File: src/rtl/bbr_pkg.sv
package bbr_pkg;
  localparam int RA_W = 8;
  typedef logic [RA_W-1:0] raddr_t;

  typedef enum logic [2:0] {
    OP_READ = 3'd0, OP_WRITE = 3'd1, OP_COPY = 3'd2, OP_NOT = 3'd3,
    OP_AND  = 3'd4, OP_OR    = 3'd5, OP_MAJ  = 3'd6, OP_NOP = 3'd7
  } op_e;

  typedef enum logic [2:0] {
    PR_NONE, PR_COPY, PR_TRA, PR_NCOPY, PR_RD, PR_WR
  } prim_e;

  typedef struct packed {
    prim_e  kind;
    raddr_t src;
    raddr_t dst;
  } prim_t;

  function automatic logic [2:0] op_steps(op_e op);
    case (op)
      OP_NOT:                 return 3'd2;
      OP_AND, OP_OR, OP_MAJ:  return 3'd5;
      default:                return 3'd1;
    endcase
  endfunction
endpackage

File: src/rtl/bbr_seq.sv
module bbr_seq
  import bbr_pkg::*;
#(
  parameter int ROW_W  = 16,
  parameter int N_ROWS = 8,
  localparam int RAW   = $clog2(N_ROWS)
) (
  input  logic             clk_i,
  input  logic             rst_ni,
  input  logic             cmd_valid_i,
  input  logic [2:0]       cmd_op_i,
  input  logic [RAW-1:0]   cmd_dst_i,
  input  logic [RAW-1:0]   cmd_src_a_i,
  input  logic [RAW-1:0]   cmd_src_b_i,
  input  logic [RAW-1:0]   cmd_src_c_i,
  input  logic [ROW_W-1:0] cmd_wdata_i,
  output logic             ready_o,
  output logic             done_o,
  output prim_t            prim_o,
  output logic [ROW_W-1:0] wdata_o
);
  localparam int T0 = N_ROWS;
  localparam int T1 = N_ROWS + 1;
  localparam int T2 = N_ROWS + 2;
  localparam int DC = N_ROWS + 3;
  localparam int CZ = N_ROWS + 4;
  localparam int CO = N_ROWS + 5;

  logic           busy_q, done_q;
  logic [2:0]     step_q;
  op_e            op_q;
  logic [RAW-1:0] dst_q, a_q, b_q, c_q;
  logic [ROW_W-1:0] wd_q;
  logic           accept, last;

  assign accept  = cmd_valid_i & ~busy_q;
  assign last    = (step_q == op_steps(op_q) - 3'd1);
  assign ready_o = ~busy_q;
  assign done_o  = done_q;
  assign wdata_o = wd_q;

  always_ff @(posedge clk_i or negedge rst_ni) begin
    if (!rst_ni) begin
      busy_q <= 1'b0;
      done_q <= 1'b0;
      step_q <= '0;
      op_q   <= OP_NOP;
      dst_q  <= '0;
      a_q    <= '0;
      b_q    <= '0;
      c_q    <= '0;
      wd_q   <= '0;
    end else begin
      done_q <= 1'b0;
      if (accept) begin
        busy_q <= 1'b1;
        step_q <= '0;
        op_q   <= op_e'(cmd_op_i);
        dst_q  <= cmd_dst_i;
        a_q    <= cmd_src_a_i;
        b_q    <= cmd_src_b_i;
        c_q    <= cmd_src_c_i;
        wd_q   <= cmd_wdata_i;
      end else if (busy_q) begin
        if (last) begin
          busy_q <= 1'b0;
          done_q <= 1'b1;
        end else begin
          step_q <= step_q + 3'd1;
        end
      end
    end
  end

  // expand the latched command into the primitive of the current step
  always_comb begin
    prim_o = '{kind: PR_NONE, src: '0, dst: '0};
    if (busy_q) begin
      case (op_q)
        OP_READ:  prim_o = '{kind: PR_RD, src: raddr_t'(a_q), dst: '0};
        OP_WRITE: prim_o = '{kind: PR_WR, src: '0, dst: raddr_t'(dst_q)};
        OP_COPY:  prim_o = '{kind: PR_COPY, src: raddr_t'(a_q), dst: raddr_t'(dst_q)};
        OP_NOT:
          if (step_q == 3'd0) prim_o = '{kind: PR_COPY, src: raddr_t'(a_q), dst: raddr_t'(DC)};
          else                prim_o = '{kind: PR_NCOPY, src: raddr_t'(DC), dst: raddr_t'(dst_q)};
        OP_AND, OP_OR, OP_MAJ:
          case (step_q)
            3'd0: prim_o = '{kind: PR_COPY, src: raddr_t'(a_q), dst: raddr_t'(T0)};
            3'd1: prim_o = '{kind: PR_COPY, src: raddr_t'(b_q), dst: raddr_t'(T1)};
            3'd2: prim_o = '{kind: PR_COPY,
                             src: (op_q == OP_AND) ? raddr_t'(CZ) :
                                  (op_q == OP_OR)  ? raddr_t'(CO) : raddr_t'(c_q),
                             dst: raddr_t'(T2)};
            3'd3: prim_o = '{kind: PR_TRA, src: '0, dst: '0};
            default: prim_o = '{kind: PR_COPY, src: raddr_t'(T0), dst: raddr_t'(dst_q)};
          endcase
        default: prim_o = '{kind: PR_NONE, src: '0, dst: '0};
      endcase
    end
  end


  accept_busy_chk: assert property (@(posedge clk_i) disable iff (!rst_ni)
    (cmd_valid_i && ready_o) |=> !ready_o);


  done_pulse_chk: assert property (@(posedge clk_i) disable iff (!rst_ni)
    done_o |=> !done_o);


  step_range_chk: assert property (@(posedge clk_i) disable iff (!rst_ni)
    busy_q |-> (step_q < op_steps(op_q)));
endmodule

File: src/rtl/bbr_array.sv
module bbr_array
  import bbr_pkg::*;
#(
  parameter int ROW_W  = 16,
  parameter int N_ROWS = 8
) (
  input  logic             clk_i,
  input  logic             rst_ni,
  input  prim_t            prim_i,
  input  logic [ROW_W-1:0] wdata_i,
  output logic [ROW_W-1:0] rbuf_o
);
  localparam int N_TOT = N_ROWS + 4;
  localparam int IW    = $clog2(N_TOT);
  localparam int T0 = N_ROWS;
  localparam int T1 = N_ROWS + 1;
  localparam int T2 = N_ROWS + 2;
  localparam int DC = N_ROWS + 3;
  localparam int CZ = N_ROWS + 4;
  localparam int CO = N_ROWS + 5;

  logic [ROW_W-1:0] mem [N_TOT];
  logic [ROW_W-1:0] rbuf_q, src_row, maj_row, dcc_row, t0_row, t1_row, t2_row;
  logic [IW-1:0]    src_ix, dst_ix;

  assign src_ix  = prim_i.src[IW-1:0];
  assign dst_ix  = prim_i.dst[IW-1:0];
  assign t0_row  = mem[T0];
  assign t1_row  = mem[T1];
  assign t2_row  = mem[T2];
  assign dcc_row = mem[DC];
  assign maj_row = (t0_row & t1_row) | (t0_row & t2_row) | (t1_row & t2_row);
  assign rbuf_o  = rbuf_q;

  // constant rows are hardwired, never stored
  always_comb begin
    if (prim_i.src == raddr_t'(CZ))      src_row = '0;
    else if (prim_i.src == raddr_t'(CO)) src_row = '1;
    else                                 src_row = mem[src_ix];
  end

  always_ff @(posedge clk_i or negedge rst_ni) begin
    if (!rst_ni) begin
      for (int i = 0; i < N_TOT; i++) mem[i] <= '0;
      rbuf_q <= '0;
    end else begin
      case (prim_i.kind)
        PR_COPY: begin
          mem[dst_ix] <= src_row;
          rbuf_q      <= src_row;
        end
        PR_TRA: begin
          mem[T0] <= maj_row;
          mem[T1] <= maj_row;
          mem[T2] <= maj_row;
          rbuf_q  <= maj_row;
        end
        PR_NCOPY: begin
          mem[dst_ix] <= ~dcc_row;
          rbuf_q      <= ~dcc_row;
        end
        PR_RD: rbuf_q <= src_row;
        PR_WR: begin
          mem[dst_ix] <= wdata_i;
          rbuf_q      <= wdata_i;
        end
        default: ;
      endcase
    end
  end


  tra_equal_chk: assert property (@(posedge clk_i) disable iff (!rst_ni)
    (prim_i.kind == PR_TRA) |=> (t0_row == t1_row && t1_row == t2_row && t0_row == rbuf_q));


  copy_land_chk: assert property (@(posedge clk_i) disable iff (!rst_ni)
    (prim_i.kind == PR_COPY) |=> (mem[$past(dst_ix)] == rbuf_q));


  ncopy_chk: assert property (@(posedge clk_i) disable iff (!rst_ni)
    (prim_i.kind == PR_NCOPY) |=> (rbuf_q == ~$past(dcc_row)));
endmodule

File: src/rtl/bbr_engine.sv
module bbr_engine
  import bbr_pkg::*;
#(
  parameter int ROW_W  = 16,
  parameter int N_ROWS = 8,
  localparam int RAW   = $clog2(N_ROWS)
) (
  input  logic             clk_i,
  input  logic             rst_ni,
  input  logic             cmd_valid_i,
  output logic             cmd_ready_o,
  input  logic [2:0]       cmd_op_i,
  input  logic [RAW-1:0]   cmd_dst_i,
  input  logic [RAW-1:0]   cmd_src_a_i,
  input  logic [RAW-1:0]   cmd_src_b_i,
  input  logic [RAW-1:0]   cmd_src_c_i,
  input  logic [ROW_W-1:0] cmd_wdata_i,
  output logic             done_o,
  output logic [ROW_W-1:0] rdata_o
);
  prim_t            prim;
  logic [ROW_W-1:0] wdata;

  bbr_seq #(.ROW_W(ROW_W), .N_ROWS(N_ROWS)) u_seq (
    .clk_i       (clk_i),
    .rst_ni      (rst_ni),
    .cmd_valid_i (cmd_valid_i),
    .cmd_op_i    (cmd_op_i),
    .cmd_dst_i   (cmd_dst_i),
    .cmd_src_a_i (cmd_src_a_i),
    .cmd_src_b_i (cmd_src_b_i),
    .cmd_src_c_i (cmd_src_c_i),
    .cmd_wdata_i (cmd_wdata_i),
    .ready_o     (cmd_ready_o),
    .done_o      (done_o),
    .prim_o      (prim),
    .wdata_o     (wdata)
  );

  bbr_array #(.ROW_W(ROW_W), .N_ROWS(N_ROWS)) u_array (
    .clk_i   (clk_i),
    .rst_ni  (rst_ni),
    .prim_i  (prim),
    .wdata_i (wdata),
    .rbuf_o  (rdata_o)
  );
endmodule

File: config.mk
export PLATFORM = sky130hd
export DESIGN_NAME = bbr_engine
export DESIGN_NICKNAME = d
export VERILOG_FILES = /design/src/rtl/bbr_pkg.sv /design/src/rtl/bbr_seq.sv /design/src/rtl/bbr_array.sv /design/src/rtl/bbr_engine.sv
export SDC_FILE = /design/constraint.sdc
export NUM_CORES = 1
export LEC_CHECK = 0
export ABC_CLOCK_PERIOD_IN_PS = 3200
export BUFFER_PORTS_ARGS = -buffer_cell sky130_fd_sc_hd__buf_2
export CAP_MARGIN = 25
export CORE_ASPECT_RATIO = 1.2
export CORE_MARGIN = 2
export CORE_UTILIZATION = 48
export CTS_BUF_LIST = sky130_fd_sc_hd__clkbuf_16
export CTS_CLUSTER_DIAMETER = 80
export DETAILED_ROUTE_END_ITERATION = 6
export GPL_ROUTABILITY_DRIVEN = 0
export MAX_ROUTING_LAYER = met4
export PLACE_DENSITY_LB_ADDON = 0.25
export REMOVE_ABC_BUFFERS = 1
export SYNTH_ARGS = -nofsm -noshare
export SYNTH_HDL_FRONTEND = slang
export SYNTH_HIERARCHICAL = 1
export SYNTH_SLANG_ARGS = --single-unit
File: constraint.sdc
create_clock -name clk_i -period 3.2 [get_ports clk_i]
set_clock_uncertainty 0.2 [all_clocks]
set_input_delay 0.64 -clock clk_i [delete_from_list [all_inputs] [get_ports clk_i]]
set_output_delay 0.64 -clock clk_i [all_outputs]
set_load 0.01 [all_outputs]
=== Yosys cells after proc, flatten, opt, wreduce, memory -nomap -nowiden ===
Index checks and enable logic that the tools add are counted.

* $add $sub $neg: 2
* Reductions and logical operators: 10
* Bitwise operators: 10
* Eq/ne operators: 18
* $lt $le $gt $ge: 3
* Mux-type cells: 30

{| class="wikitable"
|+ Operator list
! kind !! count
|-
| $bwmux W192 || 3
|-
| $pmux W128 S3 || 1
|-
| $pmux W48 S4 || 1
|-
| $pmux W19 S5 || 1
|-
| $mux W16 || 5
|-
| $pmux W18 S4 || 1
|-
| $bmux W16 S4 || 1
|-
| $demux W16 S4 || 1
|-
| $pmux W16 S4 || 1
|-
| $and A16 B16 Y16 || 3
|-
| $pmux W16 S3 || 1
|-
| $or A16 B16 Y16 || 2
|-
| $mux W19 || 1
|-
| $eq A3 B2 Y1 const B || 6
|-
| $mux W18 || 1
|-
| $eq A8 B4 Y1 const B || 2
|-
| $not A16 Y16 || 1
|-
| $eq A3 B3 Y1 const B || 5
|-
| $ge A5 B5 Y1 const B || 2
|-
| $not A4 Y5 || 2
|-
| $eq A3 B1 Y1 const B || 3
|-
| $mux W3 || 3
|-
| $mux W8 || 1
|-
| $reduce_bool A4 Y1 || 2
|-
| 17 further kinds || 23
|}

* Output and inout port bits: 18
* Bits of input ports: 34
* Logic and storage cells: 95
* Bits in registers: 244

=== Logic depth before layout (Yosys ltp) ===
Gate-level depths: netlist (run 1).

* Depth after elaboration: 14
* Mapped depth: 17
* Gate-level depth less buffers: 11

=== Modules after synthesis ===
The synthesis (run 1) kept the hierarchy.

{| class="wikitable"
|+ By module, submodules not included
! module !! cells an instance !! instances !! area each (µm²) !! sequential area each (µm²)
|-
| bbr_array || 1397 || 1 || 12584.6 || 5205.0
|-
| bbr_seq || 172 || 1 || 1925.6 || 904.6
|}

=== Worst setup path after synthesis (run 1) ===
OpenSTA, ideal clock, no wires.

* Path kind: flip-flop to flip-flop
* Start: reg u_seq.step_q[1]
* End: reg with a tool-made name
* Required time: 2.859 ns
* Setup time: 0.141 ns
* Path slack: -0.322 ns
* Cell stages (with the launch flop): 17
* Period minus slack after synthesis: 3.522 ns
* Data arrival time: 3.181 ns
* Path buffers: 6
* Cell sequence: dfrtp_1 inv_1 ha_1 clkbuf_1 a22oi_1 o21ai_0 nand3_1 a21oi_1 buf_6 buf_6 buf_2 buf_4 mux2i_1 nor2_1 nor4_1 buf_2 a221oi_1

{| class="wikitable"
|+ RTL lines
! what !! RTL line !! RTL
|-
| start: declaration || bbr_seq.sv:30 || <nowiki>logic [2:0] step_q;</nowiki>
|-
| start signal: assignment || bbr_seq.sv:69 || <nowiki>step_q <= step_q + 3'd1;</nowiki>
|}

==> summary.txt, run 1 <==
STA
  – Worst-Margin Slew: 0.630 ns
  – Final hold vios: 0
  – RSZ-0062 raised after global routing: true
  – Final WS setup: -0.0961 ns
  – Final min period: ~3.3 ns
  – Period utilisation layout: 1.03
  – Max-slew violations: 0
  – Setup TNS after final layout: -2.06 ns
  – Max Fclk: 303 MHz
  – Endpoints failing setup: 53
  – Slew HR: 0.580

Clock tree
  – Clock Tree Root: clkbuf_16
  – CTS tree: done
  – Worst-Skew Late Latency: 0.56 ns
  – Worst-path clk slew: 0.06 ns
  – Max clock buf depth: 3
  – Total CTS buffers: 28
  – Clk sinks: 244
  – H-tree depth: 1

Placed design
  – DP Worst Slack: -0.238 ns
  – DP Wirelength: 37.1 mm
  – Placed cell area: roughly 17,000 sq um
  – I/O Buffers: 51

Logic synthesis
  – Avg Inst Size Synth: about 9.3 sq um
  – Warnings, synthesis: 6
  – Cell Area, Synth: 14,500 sq um
  – Synthesized instance count: 1,565

Layout
  – Final Core Density: 0.644
  – Syn-to-layout area delta: 32.0%
  – Multi-input gate area: 8530 sq um
  – Commonest non-fill, non-tap cell in the layout: dfrtp_1
  – Commonest non-fill, non-tap cells in the layout: 241 x dfrtp_1, 211 x buf_4, 210 x o21ai_0
  – # diodes: 0
  – # nets final: 1,827
  – Fill cells: 2,345
  – FF+latch area: a little over 6000 sq um
  – Share of cells above drive strength 1: 0.330
  – Post-route cell area: 19,100 sq um

Critical path
  – Worst reg2reg path depth: 11
  – Family with the most delay on the worst path: compound AO/OA/AOI/OAI gates
  – CP Launch Type: register
  – WP data arrival: between 3 and 4 ns
  – Worst Path Buf+Inv: 4
  – Setup Crit Path Kind: register to register
  – Slack of the worst reg-to-reg path: -0.1 ns
  – Cells along the critical path: a21boi_4 -> nand3_1 -> o21ai_4 -> buf_12 -> buf_8 -> nor4b_4 -> buf_6 -> or2_2 -> nor2_1 -> buf_4 -> a32oi_1
  – RR Endpoint: u_array/rbuf_o[15]$_DFFE_PN0P_
  – Delay of the slowest critical-path stage: 0.57 ns
  – Worst setup EP type: register
  – R2r startpoint: u_seq/op_q[2]$_DFFE_PN1P_
  – CP Data Required Time: 3.43 ns
  – Crit-path max FO: 9
  – CP max stage cell: dfstp_2

Routing
  – Router iterations before antenna repair: 6
  – Wire per inst: 26.3 um
  – Total Routed Length: 57.8 mm
  – Via count: 15,300
  – Final antenna-violating net count: 0
  – DRC viols: 0
  – Number of vias per cell: 6.94
  – Initial DRC count: between 2,000 and 2,500

Die
  – Die Footprint: between 30,000 and 40,000 sq um
  – I/O Pins: 52
  – Die Y: 194 um
  – Core area: 29,700 sq um
  – Row count: 69
  – DIE WIDTH: 163 um
  – Starting Density: 0.488

Global routing
  – Gr ovfl total: 0
  – Initial antenna violation count: 0
  – Total Routing Usage GR: 0.346
  – Largest net degree at the start of global routing: 70
  – First-pass GRT wire length: 82.8 mm
  – Vias in the first global route: between 10,000 and 15,000

Min path
  – Hold depth: 2
  – Min-delay worst type: input port to register
  – WHS Endpoint: u_seq/wdata_o[15]$_DFFE_PN0P_
  – Worst Hold Launch: cmd_wdata_i[15]

Run status
  – Status: finished with violations
  – Violated checks: setup timing

Run
  – Max Cap Viol: 0
-- routing by layer --
layer | wire (um) | track usage
met1 | 20800 | 0.422
met3 | 6330 | 0.0612
met2 | 26600 | 0.539
met5 | 0 | -
met4 | 4080 | 0.203
-- layout make-up --
class,instances,area share
sequential,244,0.320
tap,390,0.0255
multi-input combinational,1172,0.446
inverter,10,0.00196
timing repair buffer,332,0.157
clock buffer,29,0.0380
clock inverter,21,0.0115
-- worst max path at each step --
stage               slack [ns]                              to                        start  cells after the start
floorplan                -5.23                        register       u_seq/busy_q$_DFF_PN0_                      7
global placement         -0.21                        register  u_seq/step_q[0]$_DFFE_PN0P_                     14
detailed placement       -0.24                        register  u_seq/step_q[0]$_DFFE_PN0P_                     14
CTS                      0.002                        register  u_seq/step_q[0]$_DFFE_PN0P_                     15
global route             -0.16                        register    u_seq/op_q[1]$_DFFE_PN1P_                     11
finish                    -0.1  u_array/rbuf_o[15]$_DFFE_PN0P_    u_seq/op_q[2]$_DFFE_PN1P_                     11
-- per-stage QoR --
step / hold WS, ns / cells
after floorplan: 0.144 / 1424
after global placement: 0.285 / 2106
after detailed placement: 0.296 / 2106
after CTS: 0.0961 / 2165
after global routing: 0.109 / 2198
final: 0.104 / 2198
-- timing repair --
action	CTS	global route
setup buffers	8	29
pin swaps	4	36
resized for setup	34	193
hold buffers	1	0
setup endpoints to repair	199	201
gates cloned	0	8
endpoints found under the hold margin	65	0
Power of run 1 is not shown: default switching activity piles up to over one toggle a cycle in this logic, so the estimate is an artifact.
==> run 2: changes to the inputs <==
- REMOVE_ABC_BUFFERS: 1 -> unset
==> run 2 against run 1 <==
The flow still finishes with violations (setup timing). Via count increased by 0.25%. Count of clock-buffer cells in the layout decreased by 2. Worst hold slack improved by 0.0093 ns. Cell count increased by 0.50%. Non-clock buffer count increased by 11. Global-route usage increased by 1.2 points.
==> summary.txt, run 2 (same netlist as run 1, synthesis figures left out) <==
Clock tree
  – H-tree depth: 1 (unchanged)
  – Worst-path clk slew: 0.06 ns (about the same)
  – CTS tree: done
  – Clock Tree Root: clkbuf_16
  – Max clock buf depth: 3 (unchanged)
  – Total CTS buffers: 27 (-3.6%)
  – Worst-Skew Late Latency: 0.56 ns (about the same)
  – Clk sinks: 244 (unchanged)

Critical path
  – Slack of the worst reg-to-reg path: -0.13 ns (-0.04 ns)
  – Worst Path Buf+Inv: 6 (+2)
  – CP Launch Type: register
  – Family with the most delay on the worst path: buffers and inverters
  – Worst setup EP type: register
  – Delay of the slowest critical-path stage: 0.46 ns (-0.11 ns)
  – Worst reg2reg path depth: 15 (+4)
  – Cells along the critical path: inv_4 -> ha_4 -> buf_6 -> nand3_2 -> a211o_4 -> o21ai_4 -> buf_12 -> buf_12 -> buf_6 -> mux4_2 -> mux2i_1 -> nor2_1 -> nor3_2 -> buf_4 -> a32oi_1
  – CP max stage cell: dfrtp_2
  – Crit-path max FO: 7 (-2)
  – RR Endpoint: u_array/rbuf_o[3]$_DFFE_PN0P_
  – Setup Crit Path Kind: register to register
  – CP Data Required Time: 3.41 ns (-0.02 ns)
  – WP data arrival: 3.55 ns (+0.03 ns)
  – R2r startpoint: u_seq/step_q[1]$_DFFE_PN0P_

Routing
  – Total Routed Length: 59.4 mm (+2.8%)
  – Met2 wire len: 27.4 mm (+2.9%)
  – Top Layer Used: met4
  – Via count: 15,300 (+0.25%)
  – Wire per inst: 26.9 um (+2.3%)
  – Final antenna-violating net count: 0 (unchanged)
  – Router iterations before antenna repair: 5 (-1)
  – M1 WL: 21.2 mm (+1.9%)
  – Routed length on met3: 6.58 mm (+3.9%)
  – Number of vias per cell: 6.92 (-0.25%)
  – Initial DRC count: 1,986 (-15%)
  – DRC viols: 0 (unchanged)

STA
  – Final WS setup: -0.135 ns (-0.0385 ns)
  – Final min period: 3.33 ns (+0.0385 ns)
  – RSZ-0062 raised after global routing: true
  – Endpoints failing setup: 106 (+100%)
  – Worst-Margin Slew: 0.691 ns (+0.0615 ns)
  – Setup TNS after final layout: -5.67 ns (-3.60 ns)
  – Max Fclk: 300 MHz (-1.2%)
  – Period utilisation layout: 1.04 (+0.0120)
  – Hold Slack: 0.113 ns (+0.00933 ns)
  – Max-slew violations: 0 (unchanged)
  – Final hold vios: 0 (unchanged)
  – Slew HR: 0.537 (-0.0427)

Placed design
  – I/O Buffers: 51 (unchanged)
  – DP Wirelength: 38.7 mm (+4.4%)
  – DP Worst Slack: -0.386 ns (-0.149 ns)
  – Placed cell area: 16,800 sq um (-0.27%)

Run
  – Max Cap Viol: 0 (unchanged)

Min path
  – Worst Hold Launch: cmd_wdata_i[15]
  – WHS Endpoint: u_seq/wdata_o[15]$_DFFE_PN0P_
  – Min-delay worst type: input port to register
  – Hold depth: 2 (unchanged)

Die
  – DIE WIDTH: 163 um (unchanged)
  – Die Footprint: 31,600 sq um (unchanged)
  – Die Y: 194 um (unchanged)
  – Row count: 69 (unchanged)
  – I/O Pins: 52 (unchanged)
  – Core area: 29,700 sq um (unchanged)
  – Starting Density: 0.488 (unchanged)

Global routing
  – Gr ovfl total: 0 (unchanged)
  – Initial antenna violation count: 1 (+1)
  – First-pass GRT wire length: 85.8 mm (+3.6%)
  – Total Routing Usage GR: 0.359 (+0.0122)
  – Largest net degree at the start of global routing: 62 (-11%)
  – Vias in the first global route: 14,600 (-0.61%)

Layout
  – Commonest non-fill, non-tap cells in the layout: 239 x dfrtp_1, 197 x buf_4, 175 x o21ai_0
  – # nets final: 1,837 (+0.55%)
  – Post-route cell area: 20,000 sq um (+4.4%)
  – Share of cells above drive strength 1: 0.398 (+0.0680)
  – Syn-to-layout area delta: 37.9%
  – Commonest non-fill, non-tap cell in the layout: dfrtp_1

Run status
  – Violated checks: setup timing
  – Status: finished with violations
run 2: changes by cell type in the layout (fill, tap and decap cells not counted), moves of 19 or more:
cell / delta
a221oi_1: -26
a221oi_2: +26
o21ai_0: -35
o21ai_2: +48
o221ai_1: -20
o221ai_2: +19
run 2: layout make-up:
| class | instances | area [sq um] |
|---|---|---|
| Clock buffer | 27 | 676 |
| Fill cell | 2148 | 9730 |
| Multi-Input combinational cell | 1172 | 9310 |
| Timing Repair Buffer | 343 | 3240 |
| Inverter | 10 | 42.5 |
| Antenna cell | 1 | 2.50 |
| Sequential cell | 244 | 6110 |
| Tap cell | 390 | 488 |
| Clock inverter | 22 | 93.8 |
run 2: stage by stage:
stage / instances / utilization
finish: 2209 / 0.672
global route: 2209 / 0.672
CTS: 2162 / 0.601
detailed placement: 2103 / 0.565
global placement: 2103 / 0.565
floorplan: 1568 / -
run 2: worst max path at each step:
stage,depth (start not counted),slack (ns),from,end
2_1_floorplan,15,0.02,u_seq/step_q[0]$_DFFE_PN0P_,register
3_3_place_gp,14,-0.28,u_seq/step_q[0]$_DFFE_PN0P_,register
3_5_place_dp,13,-0.39,u_seq/step_q[0]$_DFFE_PN0P_,register
4_1_cts,13,-0.03,u_seq/op_q[2]$_DFFE_PN1P_,register
5_1_grt,14,-0.22,u_seq/step_q[0]$_DFFE_PN0P_,register
6_report,15,-0.13,u_seq/step_q[1]$_DFFE_PN0P_,u_array/rbuf_o[3]$_DFFE_PN0P_
run 2: repair_timing:
item                                    4_1_cts  5_1_grt
hold buffers                                  1        0
cloned                                        3        5
hold endpoints to repair                     56        0
pin swaps                                    12      111
endpoints found under the setup margin      207      202
buffers inserted                              6       43
resized for setup                            54      390
run 2: layer usage:
metal | up-vias | track usage
met5 | - | -
met4 | 0 | 0.197
met3 | 346 | 0.0755
met2 | 1063 | 0.547
met1 | 7440 | 0.445
li1 | 6446 | -
Power of run 2 is left out for the same reason.
==> run 3: changes to the inputs <==
- SETUP_SLACK_MARGIN: unset -> 0.5
==> run 3 against run 2 <==
The run ends with DRC, setup timing left. Cell count shrank 0.14%. Register-to-register slack gained 0.02 ns. Global-route usage grew 0.91 points. Cell area grew 0.14%. First-iteration DRC count grew 11%. Critical path depth shrank 1. Flip-flop and latch count is the same. Worst hold slack lost 0.0098 ns. Count of clock-buffer cells in the layout is the same. Sequential share of layout area is essentially flat. Routed wire length shrank 1.1%. Largest cell class unchanged.
==> summary.txt, run 3 (same netlist as run 1, synthesis figures left out) <==
Die
  – Die Y: 194 um (unchanged)
  – Die Footprint: 31,600 sq um (unchanged)
  – DIE WIDTH: 163 um (unchanged)
  – Starting Density: 0.488 (unchanged)
  – Row count: 69 (unchanged)
  – Core area: 29,700 sq um (unchanged)
  – I/O Pins: 52 (unchanged)

STA
  – RSZ-0062 raised after global routing: true
  – Endpoints failing setup: 89 (-16%)
  – Period utilisation layout: 1.04 (-0.00696)
  – Final WS setup: -0.112 ns (+0.0223 ns)
  – Final hold vios: 0 (unchanged)
  – Worst-Margin Slew: 0.769 ns (+0.0778 ns)
  – Slew HR: 0.487 (-0.0502)
  – Max-slew violations: 0 (unchanged)
  – Final min period: 3.31 ns (-0.0223 ns)
  – Max Fclk: 302 MHz (+0.67%)

Critical path
  – CP Data Required Time: 3.47 ns (+0.06 ns)
  – Delay of the slowest critical-path stage: 0.45 ns (about the same)
  – R2r startpoint: u_seq/step_q[0]$_DFFE_PN0P_
  – Most used cell, CP: buf_4
  – Family with the most delay on the worst path: compound AO/OA/AOI/OAI gates
  – Crit-path max FO: 16 (+9)
  – Worst Setup SP: u_seq/step_q[0]$_DFFE_PN0P_
  – Setup Crit Path Kind: register to register
  – CP max stage cell: dfrtp_2
  – Cells along the critical path: inv_4 -> ha_4 -> buf_4 -> a22o_1 -> nand2_1 -> a21oi_2 -> buf_6 -> buf_4 -> nand3b_1 -> buf_12 -> o22ai_1 -> nor2_4 -> and2_4 -> a221oi_4
  – Worst Path Buf+Inv: 5 (-1)
  – CP Launch Type: register
  – Worst setup EP type: register
  – WP data arrival: 3.58 ns (+0.03 ns)

Clock tree
  – Max clock buf depth: 3 (unchanged)
  – Clk sinks: 244 (unchanged)
  – Worst-path clk slew: 0.07 ns (about the same)
  – H-tree depth: 1 (unchanged)
  – Total CTS buffers: 26 (-3.7%)
  – Worst-Skew Late Latency: 0.56 ns (about the same)
  – Clock Tree Root: clkbuf_16
  – CTS tree: done

Layout
  – # nets final: 1,841 (+0.22%)
  – Syn-to-layout area delta: 38.1%
  – Post-route cell area: 20,000 sq um (+0.14%)
  – # diodes: 0 (-1)
  – Commonest non-fill, non-tap cells in the layout: 240 x dfrtp_1, 188 x buf_4, 168 x o21ai_0
  – Commonest non-fill, non-tap cell in the layout: dfrtp_1
  – Fill cells: 2,201 (+2.5%)
  – Share of cells above drive strength 1: 0.385 (-0.0122)

Global routing
  – Vias in the first global route: 15,100 (+3.5%)
  – Met3 Use GR: 0.0727 (-0.00278)
  – Grt peak-use layer: met2
  – Largest net degree at the start of global routing: 134 (+120%)
  – Met2 Usage GRT: 0.572 (+0.0255)
  – Grt met1 use: 0.434 (-0.0115)
  – First-pass GRT wire length: 87.5 mm (+1.9%)
  – Total Routing Usage GR: 0.368 (+0.00908)
  – Initial antenna violation count: 0 (-1)
  – Gr ovfl total: 0 (unchanged)

Routing
  – Wire per inst: 26.6 um (-0.92%)
  – Final antenna-violating net count: 0 (unchanged)
  – Initial DRC count: 2,202 (+11%)
  – Via count: 15,300 (+0.22%)
  – Total Routed Length: 58.7 mm (-1.1%)
  – DRC viols: 2 (+2)
  – Router iterations before antenna repair: 7 (+2)
  – Number of vias per cell: 6.95 (+0.35%)

Min path
  – Worst Hold Launch: cmd_dst_i[2]
  – Min-delay worst type: input port to register

Placed design
  – Placed cell area: 16,900 sq um (+0.70%)
  – DP Wirelength: 38.0 mm (-1.9%)
  – I/O Buffers: 51 (unchanged)

Run status
  – Violated checks: DRC, setup timing
  – Status: finished with violations

Run
  – Max Cap Viol: 0 (unchanged)
==> run 3: cell count changes in the layout (fill, tap and decap cells not counted), sizes merged <==
| cell | before | now |
|---|---|---|
| nor2 | 122 | 121 |
| inv | 17 | 13 |
| diode | 1 | 0 |
| clkbuf | 32 | 30 |
| and2 | 22 | 23 |
| clkinvlp | 2 | 0 |
| clkinv | 13 | 9 |
| bufinv | 0 | 3 |
| buf | 337 | 344 |
==> run 3: timing repair <==
| action | CTS | global route |
|---|---|---|
| endpoints found under the hold margin | 6 | 0 |
| gates cloned | 4 | 3 |
| setup endpoints to repair | 208 | 208 |
| setup buffers | 28 | 27 |
| hold buffers | 1 | 0 |
| pin swaps | 61 | 57 |
| gates resized for setup | 200 | 189 |
==> run 3: layout make-up <==
type	count	area, sq um	area share
clock buffers	27	676	0.0338
flip-flops and latches	244	6110	0.306
clock inverters	15	135	0.00676
repair buffers	348	3340	0.167
well taps	390	488	0.0244
inverters	10	40.0	0.00200
multi-input cells	1172	9210	0.461
==> run 3: path summary, 6_finish.rpt <==
kind                                                  to  slack [ns]  cells past startpoint
setup / recovery                                register       -0.11                     14
min in group asynchronous       u_seq/c_q[1]$_DFFE_PN0P_        0.26                      2
hold reg to reg            u_seq/wdata_o[15]$_DFFE_PN0P_        0.30                      1
setup reg to reg                                register       -0.11                     14
max in group asynchronous                      async pin        1.59                      3
hold / removal                u_seq/dst_q[2]$_DFFE_PN0P_        0.10                      2
==> run 3: metal layers <==
| metal | up-vias | wire (um) |
|---|---|---|
| met5 | - | 0 |
| met4 | 0 | 4400 |
| met1 | 7511 | 21000 |
| met3 | 312 | 5830 |
| met2 | 1064 | 27600 |
| li1 | 6441 | - |
==> run 3: through the flow <==
stage / worst slack (ns) / cells / utilization / hold WS [ns] / setup TNS (ns)
floorplan: 0.0873 / 1568 / - / 0.144 / 0
global placement: -0.512 / 2100 / 0.568 / 0.240 / -36.00
detailed placement: -0.556 / 2101 / 0.569 / 0.239 / -39.47
CTS: -0.0674 / 2176 / 0.635 / 0.0956 / -1.61
global route: -0.281 / 2206 / 0.673 / 0.0994 / -17.03
finish: -0.112 / 2206 / 0.673 / 0.104 / -2.78
Power of run 3 is left out for the same reason.
